$ cat config.mk
export PLATFORM = sky130hd
export DESIGN_NAME = mtcc_unit
export DESIGN_NICKNAME = d
export VERILOG_FILES = /design/src/rtl/mtcc_pkg.sv /design/src/rtl/mtcc_bit_test.sv /design/src/rtl/mtcc_byte_insert.sv /design/src/rtl/mtcc_unit.sv
export SDC_FILE = /design/constraint.sdc
export NUM_CORES = 1
export LEC_CHECK = 0
export ABC_AREA = 1
export BUFFER_PORTS_ARGS = -buffer_cell sky130_fd_sc_hd__buf_4
export CORE_UTILIZATION = 42
export DETAILED_ROUTE_END_ITERATION = 10
export GPL_TIMING_DRIVEN = 0
export PLACE_DENSITY = 0.8
export SETUP_SLACK_MARGIN = 0.05
export SYNTH_ARGS = -nofsm -noshare
export SYNTH_HDL_FRONTEND = slang
export SYNTH_SLANG_ARGS = --single-unit
export TNS_END_PERCENT = 50
$ cat constraint.sdc
create_clock -name vclk -period 3.7
set_clock_uncertainty 0.2 [all_clocks]
set_input_delay 0.925 -clock vclk [all_inputs]
set_output_delay 0.925 -clock vclk [all_outputs]
set_load 0.05 [all_outputs]
$ cat src/rtl/mtcc_pkg.sv
package mtcc_pkg;

  typedef enum logic {
    MODE_BIT_TEST = 1'b0,
    MODE_BYTE_INS = 1'b1
  } mtcc_mode_e;

  localparam logic [1:0] CC_ZERO  = 2'd0;
  localparam logic [1:0] CC_LOW   = 2'd1;
  localparam logic [1:0] CC_HIGH  = 2'd2;
  localparam logic [1:0] CC_FULL  = 2'd3;

endpackage

$ cat src/rtl/mtcc_bit_test.sv
module mtcc_bit_test
  import mtcc_pkg::*;
#(
  parameter int TEST_W = 16
) (
  input  logic [TEST_W-1:0]         value_i,
  input  logic [TEST_W-1:0]         mask_i,
  output logic [1:0]                cc_o,
  output logic [$clog2(TEST_W)-1:0] lead_idx_o,
  output logic                      lead_bit_o,
  output logic                      mixed_o
);

  localparam int IDX_W = $clog2(TEST_W);

  // priority encoder: index of the highest set bit, 0 when none
  function automatic logic [IDX_W-1:0] top_set(input logic [TEST_W-1:0] m);
    logic [IDX_W-1:0] idx;
    idx = '0;
    for (int i = 0; i < TEST_W; i++) begin
      if (m[i]) idx = IDX_W'(i);
    end
    return idx;
  endfunction

  logic [TEST_W-1:0] picked;
  logic              none_set;
  logic              all_set;

  assign picked     = value_i & mask_i;
  assign none_set   = (mask_i == '0) || (picked == '0);
  assign all_set    = (picked == mask_i);
  assign lead_idx_o = top_set(mask_i);
  assign lead_bit_o = value_i[lead_idx_o];
  assign mixed_o    = !none_set && !all_set;

  always_comb begin
    if (none_set)       cc_o = CC_ZERO;
    else if (all_set)   cc_o = CC_FULL;
    else if (lead_bit_o) cc_o = CC_HIGH;
    else                cc_o = CC_LOW;
  end

endmodule

$ cat src/rtl/mtcc_byte_insert.sv
module mtcc_byte_insert
  import mtcc_pkg::*;
#(
  parameter int LANES  = 4,
  parameter int LANE_W = 8
) (
  input  logic [LANES*LANE_W-1:0]     data_i,
  input  logic [LANES-1:0]            mask_i,
  output logic [1:0]                  cc_o,
  output logic [$clog2(LANES+1)-1:0]  count_o,
  output logic                        live_nz_o,
  output logic                        lead_sign_o
);

  localparam int CNT_W = $clog2(LANES+1);

  function automatic logic [CNT_W-1:0] ones(input logic [LANES-1:0] m);
    logic [CNT_W-1:0] n;
    n = '0;
    for (int j = 0; j < LANES; j++) n = n + CNT_W'(m[j]);
    return n;
  endfunction

  logic [LANES-1:0] lane_nz;
  logic [LANES-1:0] lane_sign;
  logic [LANES-1:0] lane_live;

  assign count_o = ones(mask_i);

  for (genvar g = 0; g < LANES; g++) begin : g_lane
    assign lane_nz[g]   = |data_i[g*LANE_W +: LANE_W];
    assign lane_sign[g] = data_i[g*LANE_W + LANE_W - 1];
    assign lane_live[g] = (count_o > CNT_W'(g));
  end

  assign live_nz_o = |(lane_nz & lane_live);

  // sign of the most significant live lane (lane count-1)
  always_comb begin
    lead_sign_o = 1'b0;
    for (int j = 0; j < LANES; j++) begin
      if (count_o == CNT_W'(j + 1)) lead_sign_o = lane_sign[j];
    end
  end

  always_comb begin
    if (count_o == '0 || !live_nz_o) cc_o = CC_ZERO;
    else if (lead_sign_o)            cc_o = CC_LOW;
    else                             cc_o = CC_HIGH;
  end

endmodule

$ cat src/rtl/mtcc_unit.sv
module mtcc_unit
  import mtcc_pkg::*;
#(
  parameter int TEST_W = 16,
  parameter int LANES  = 4,
  parameter int LANE_W = 8
) (
  input  logic                                                    mode_i,
  input  logic [((TEST_W > LANES*LANE_W) ? TEST_W : LANES*LANE_W)-1:0] value_i,
  input  logic [TEST_W-1:0]                                       mask_i,
  output logic [1:0]                                              cc_o
);

  localparam int INS_W = LANES * LANE_W;
  localparam int VAL_W = (TEST_W > INS_W) ? TEST_W : INS_W;
  localparam int IDX_W = $clog2(TEST_W);
  localparam int CNT_W = $clog2(LANES + 1);

  mtcc_mode_e        mode;
  logic [1:0]        bt_cc;
  logic [IDX_W-1:0]  bt_lead_idx;
  logic              bt_lead_bit;
  logic              bt_mixed;
  logic [1:0]        bi_cc;
  logic [CNT_W-1:0]  bi_count;
  logic              bi_live_nz;
  logic              bi_lead_sign;

  assign mode = mtcc_mode_e'(mode_i);

  mtcc_bit_test #(.TEST_W(TEST_W)) i_bit_test (
    .value_i    (value_i[TEST_W-1:0]),
    .mask_i     (mask_i),
    .cc_o       (bt_cc),
    .lead_idx_o (bt_lead_idx),
    .lead_bit_o (bt_lead_bit),
    .mixed_o    (bt_mixed)
  );

  mtcc_byte_insert #(.LANES(LANES), .LANE_W(LANE_W)) i_byte_insert (
    .data_i      (value_i[INS_W-1:0]),
    .mask_i      (mask_i[LANES-1:0]),
    .cc_o        (bi_cc),
    .count_o     (bi_count),
    .live_nz_o   (bi_live_nz),
    .lead_sign_o (bi_lead_sign)
  );

  assign cc_o = (mode == MODE_BYTE_INS) ? bi_cc : bt_cc;

endmodule

==> results of run 1 <==
[cell families after synthesis]
family | after synthesis
AND/OR/NAND/NOR | 89
AO/OA/AOI/OAI | 23
adder cells (fa/ha/maj) | 6
buffers and inverters | 41
[metal layers]
layer	up-vias	track usage [%]	wire length (um)
met5	-	0	0
met4	0	1.67	17
met3	2	0	172
met2	46	49.2	1560
met1	581	33.8	1160
li1	669	-	-
[worst min-delay path, stage by stage]
cell and delay, ns:
buf_4 0.08, a21oi_1 0.08, nand2_2 0.08, nand2_4 0.04, buf_6 0.14
[power by group]
group / switching [mW] / total [mW] / leakage (nW) / internal (mW)
clock network: 0 / 0 / 0 / 0
registers: 0 / 0 / 0 / 0
logic: 0.109 / 0.211 / 0.753 / 0.102
total: 0.109 / 0.211 / 0.753 / 0.102
[what timing repair did]
action | in CTS | in global routing
buffers inserted | 5 | 0
setup endpoints to repair | 2 | 2
gates resized for setup | 19 | 0
hold endpoints to repair | 0 | 0
pin swaps | 8 | 6
[synth_stat cells (all sizes together)]
library cell / n
inv: 37
bufinv: 3
ha: 5
o311a: 1
nor4: 9
o22ai: 12
buf: 1
nand3b: 2
nor2: 1
a21boi: 1
nand3: 26
nor3: 5
nand4: 4
nor4b: 1
nand2: 41
a31oi: 2
o2111ai: 1
a21oi: 3
fa: 1
a311oi: 1
a221oi: 2
[cell type report]
cell class	count	area [um^2]	share of cell area (%)
timing repair buffer	56	447	31.1
buffer	1	7.51	0.523
multi-input combinational	118	746	52.0
inverter	40	201	14.0
tap	27	33.8	2.35
[final timing paths]
kind / start / to / slack, ns / cells after the start
setup / recovery: mask_i[1] / cc_o[0] / -0.39 / 14
hold / removal: value_i[31] / cc_o[1] / 2.08 / 5
==> flow_summary_export.csv, run 1 <==
group,metric,value,unit
floorplan,start_util,44.7,%
global_route,grt_overflow,0,
cells_and_area,final_cell_mix,"buf_4, nand2_1, nand3_1, inv_1, inv_2",
floorplan,die_y,47.9,um
worst_setup_path,critPathCaptureType,"output port",
global_route,grt_pass1_wl,4350,um
timing,rsz0062_at_grt,"yes",
place,placed_cells,237,
timing,setup_tns,-0.762,ns
timing,holdWs,2.08,ns
synth,synth_area_leaders,"nand2_1, nand3_1, inv_1",
synth,yosysUniqueCellTypes,25,
clock_network,hold_buffers,0,
synth,synthSimpleGateAreaFrac,50.0,%
synth,yosysWarningCount,0,
timing,fmax,0.245,GHz
pwr,ir_worst_vdd,0.000110,V
global_route,grt_util_all_layers,25.8,%
worst_setup_path,slowest_stage,"fa_2",
routing,antenna_left,0,
routing,drc_errors,0,
worst_setup_path,crit_arrival,2.96,ns
floorplan,dieWidth,47.9,um
synth,yosys.area.top_type_share,14.8,%
place,dp_hpwl,2400,um
worst_setup_path,crit_path_cell_trace,"buf_8 > inv_6 > ha_4 > inv_2 > fa_2 > inv_2 > nor3_4 > a21oi_1 > nor2_1 > a31oi_1 > o311a_1 > nand2_2 > nand2_4 > buf_8",
cells_and_area,num_antenna_cells,0,
timing,setup_violations,2,
worst_setup_path,cp-start-kind,"primary input",
cells_and_area,drive_gt1_share,42.8,%
routing,avgRoutedWirePerCell,12.0,um
synth,synth_compound_area_share,18.2,%
cells_and_area,clockBufferCount,0,
routing,via_count,1298,
timing,maxSlewHeadroom,73.4,%
synth,synthXorXnorAreaFrac,0,%
pwr,total_power,0.211,mW
floorplan,io_pins,51,
worst_setup_path,crit_buf_inv,5,
run,max-cap-violations,0,
synth,synth_top_family_by_area,"simple AND/OR/NAND/NOR gates",
worst_setup_path,path_delay_family,"adder cells",
place,gp_congestion,0.873,
timing,setup_ws,-0.385,ns
worst_hold_path,hold_path_class,"primary input to output port",
place,place_area,1340,um^2
routing,routed_via_density,5.36,
routing,dr.first_iter.drc_count,31,
place,dp_slack,-0.512,ns
pwr,p_leak,0.753,nW
pwr,powerDensity,147,nW/um^2
cells_and_area,seq_cell_count,0,
cells_and_area,layout.cells.most_common,"buf_4",
routing,dr.pass1.iters,4,
synth,synth_mux_area_share,0,%
synth,yosys.area_share.adder,9.32,%
synth,avgSynthCellArea,5.57,um^2
global_route,grt_max_degree,11,
floorplan,coreArea,1980,um^2
synth,syn_nets,214,
timing,period_minus_slack,4.09,ns
worst_setup_path,critPathMaxStageDelay,0.53,ns
cells_and_area,fin_area,1440,um^2
cells_and_area,area_delta_synth_final,62.0,%
cells_and_area,layout.nets,272,
synth,synth_area,886,um^2
global_route,antenna_found_initial,0,
synth,seq_area_frac_synth,0,%
timing,tightest_slew,0.396,ns
cells_and_area,fill_cells,172,
run_status,outcome,"finished with violations",
cells_and_area,finalCoreUtilization,72.4,%
synth,yosysTopAreaCell,"nand2_1",
worst_setup_path,path_class,"primary input to output port",
cells_and_area,regArea,0,um^2
worst_setup_path,cp.required,2.57,ns
synth,netlist_instances,159,
floorplan,rows,16,
floorplan,die_area,2300,um^2
routing,routed_wl,2910,um
cells_and_area,fin_cells,242,
worst_setup_path,worstPathMaxFanout,4,
timing,drv_slew,0,
run_status,violations,"setup timing",
global_route,grt_pass1_vias,1115,
timing,post-route-period-util,110,%
timing,final_hold_viol_count,0,
place,io_buffers,51,
Note: power is estimated with default switching activity, not from simulation.
==> run 2: changes to the inputs <==
- CAP_MARGIN: default -> 20
- PLACE_DENSITY: 0.8 -> 0.84
==> run 2 against run 1 <==
Compared with the run above: the flow still finishes with violations (setup timing); routed wire length is 1.9% lower; count of clock-buffer cells in the layout stayed put; sequential share of layout area stayed put; first-iteration DRC count is 6.5% higher; hold slack worse by 0.0030 ns; global-route usage is 0.40 points higher; flip-flop and latch count stayed put; cell count is 2.1% lower; critical path type unchanged; largest cell class unchanged; largest power group unchanged; highest routed layer unchanged.
==> flow_summary_export.csv, run 2 (synthesized netlist as in run 1, its figures left out) <==
group,metric,value,unit
run_status,outcome,"finished with violations",
run_status,violations,"setup timing",
cells_and_area,fin_area,1360,um^2
timing,drv_slew,0,
cells_and_area,seq_cell_count,0,
pwr,p_sw_share,53.4,%
timing,holdWs,2.07,ns
timing,final_hold_viol_count,0,
cells_and_area,layout.cells.most_common,"buf_4",
floorplan,coreArea,1980,um^2
global_route,grt_util_all_layers,26.2,%
routing,dr.first_iter.drc_count,33,
global_route,grt_pass1_vias,1118,
timing,period_minus_slack,4.13,ns
place,placed_cells,237,
worst_setup_path,crit_path_cell_trace,"buf_4 > inv_2 > ha_1 > inv_1 > fa_2 > inv_2 > nor3_4 > a21oi_1 > nor2_1 > a31oi_1 > o311a_1 > nand2_2 > nand2_4 > buf_6",
pwr,intPower,0.0912,mW
floorplan,dieWidth,47.9,um
place,dp_hpwl,2500,um
timing,post-route-period-util,112,%
global_route,grt_pass1_wl,4420,um
routing,routed_wl,2860,um
cells_and_area,clockBufferCount,0,
place,place_area,1340,um^2
worst_setup_path,cp-start-kind,"primary input",
pwr,ir_worst_vdd,0.0000984,V
timing,fmax,0.242,GHz
pwr,powerDensity,145,nW/um^2
worst_setup_path,critPathCaptureType,"output port",
timing,tightest_slew,0.375,ns
worst_setup_path,path_class,"primary input to output port",
worst_setup_path,cp.required,2.57,ns
clock_network,hold_buffers,0,
timing,setup_ws,-0.434,ns
pwr,power.switching,0.105,mW
pwr,seqPwrFrac,0,%
worst_setup_path,slowest_stage,"fa_2",
timing,rsz0062_at_grt,"yes",
cells_and_area,num_antenna_cells,0,
global_route,grt_overflow,0,
pwr,power_frac_clock,0,%
worst_setup_path,worstPathMaxFanout,4,
timing,setup_violations,2,
routing,avgRoutedWirePerCell,12.1,um
pwr,p_leak,0.723,nW
worst_setup_path,crit_buf_inv,5,
routing,antenna_left,0,
floorplan,io_pins,51,
worst_setup_path,critPathMaxStageDelay,0.53,ns
timing,maxSlewHeadroom,74.8,%
routing,dr.pass1.iters,4,
cells_and_area,drive_gt1_share,40.5,%
cells_and_area,area_delta_synth_final,53.1,%
pwr,total_power,0.196,mW
routing,drc_errors,0,
cells_and_area,layout.nets,267,
worst_hold_path,hold_path_class,"primary input to output port",
worst_setup_path,crit_arrival,3.01,ns
cells_and_area,regArea,0,um^2
floorplan,start_util,44.7,%
floorplan,die_y,47.9,um
routing,routed_via_density,5.40,
worst_setup_path,cpMostUsedCell,"inv_2",
pwr,p_comb_share,100.0,%
run,max-cap-violations,0,
worst_setup_path,path_delay_family,"adder cells",
routing,via_count,1280,
cells_and_area,fin_cells,237,
place,gp_congestion,0.869,
timing,setup_tns,-0.866,ns
cells_and_area,final_cell_mix,"buf_4, nand2_1, nand3_1, inv_1, inv_2",
floorplan,die_area,2300,um^2
floorplan,rows,16,
global_route,antenna_found_initial,0,
global_route,grt_max_degree,11,
place,io_buffers,51,
[run 2: power by group through the flow]
stage	combinational [mW]	clock (mW)	sequential [mW]
floorplan	0.113	0	0
global placement	0.181	0	0
detailed placement	0.185	0	0
CTS	0.195	0	0
global route	0.214	0	0
finish	0.196	0	0
[run 2: metrics by stage]
step	utilization, %	worst slack, ns
after floorplan	-	-0.146
after global placement	67.5	-0.492
after detailed placement	67.5	-0.505
after CTS	68.4	-0.442
after global routing	68.4	-0.562
final	68.4	-0.434
[run 2: tightest hold or removal path, stage by stage]
cell	delay, ns
buf_4	0.08
a21oi_1	0.07
nand2_2	0.08
nand2_4	0.04
buf_6	0.14
[run 2: final cells by class]
class / instances / area (um^2)
multi-input combinational: 118 / 733
timing repair buffer: 51 / 390
tap: 27 / 33.8
inverter: 40 / 191
fill: 184 / 626
buffer: 1 / 7.51
[run 2: path summary, 6_finish.rpt]
path,startpoint,endpoint,slack (ns),cells after the start
worst min-delay path,value_i[31],cc_o[1],2.07,5
worst max-delay path,mask_i[1],cc_o[0],-0.43,14
[run 2: routing by layer]
layer / GRT usage [%] / routed length [um] / vias up
met5: 0 / 0 / -
met4: 3.33 / 35 / 0
met3: 0.755 / 111 / 4
met2: 51.4 / 1530 / 45
met1: 32.1 / 1180 / 580
li1: - / - / 651
[run 2: repair_timing]
action	CTS	global route
setup endpoints to repair	2	2
resized for setup	8	0
buffers inserted	0	0
gates cloned	0	0
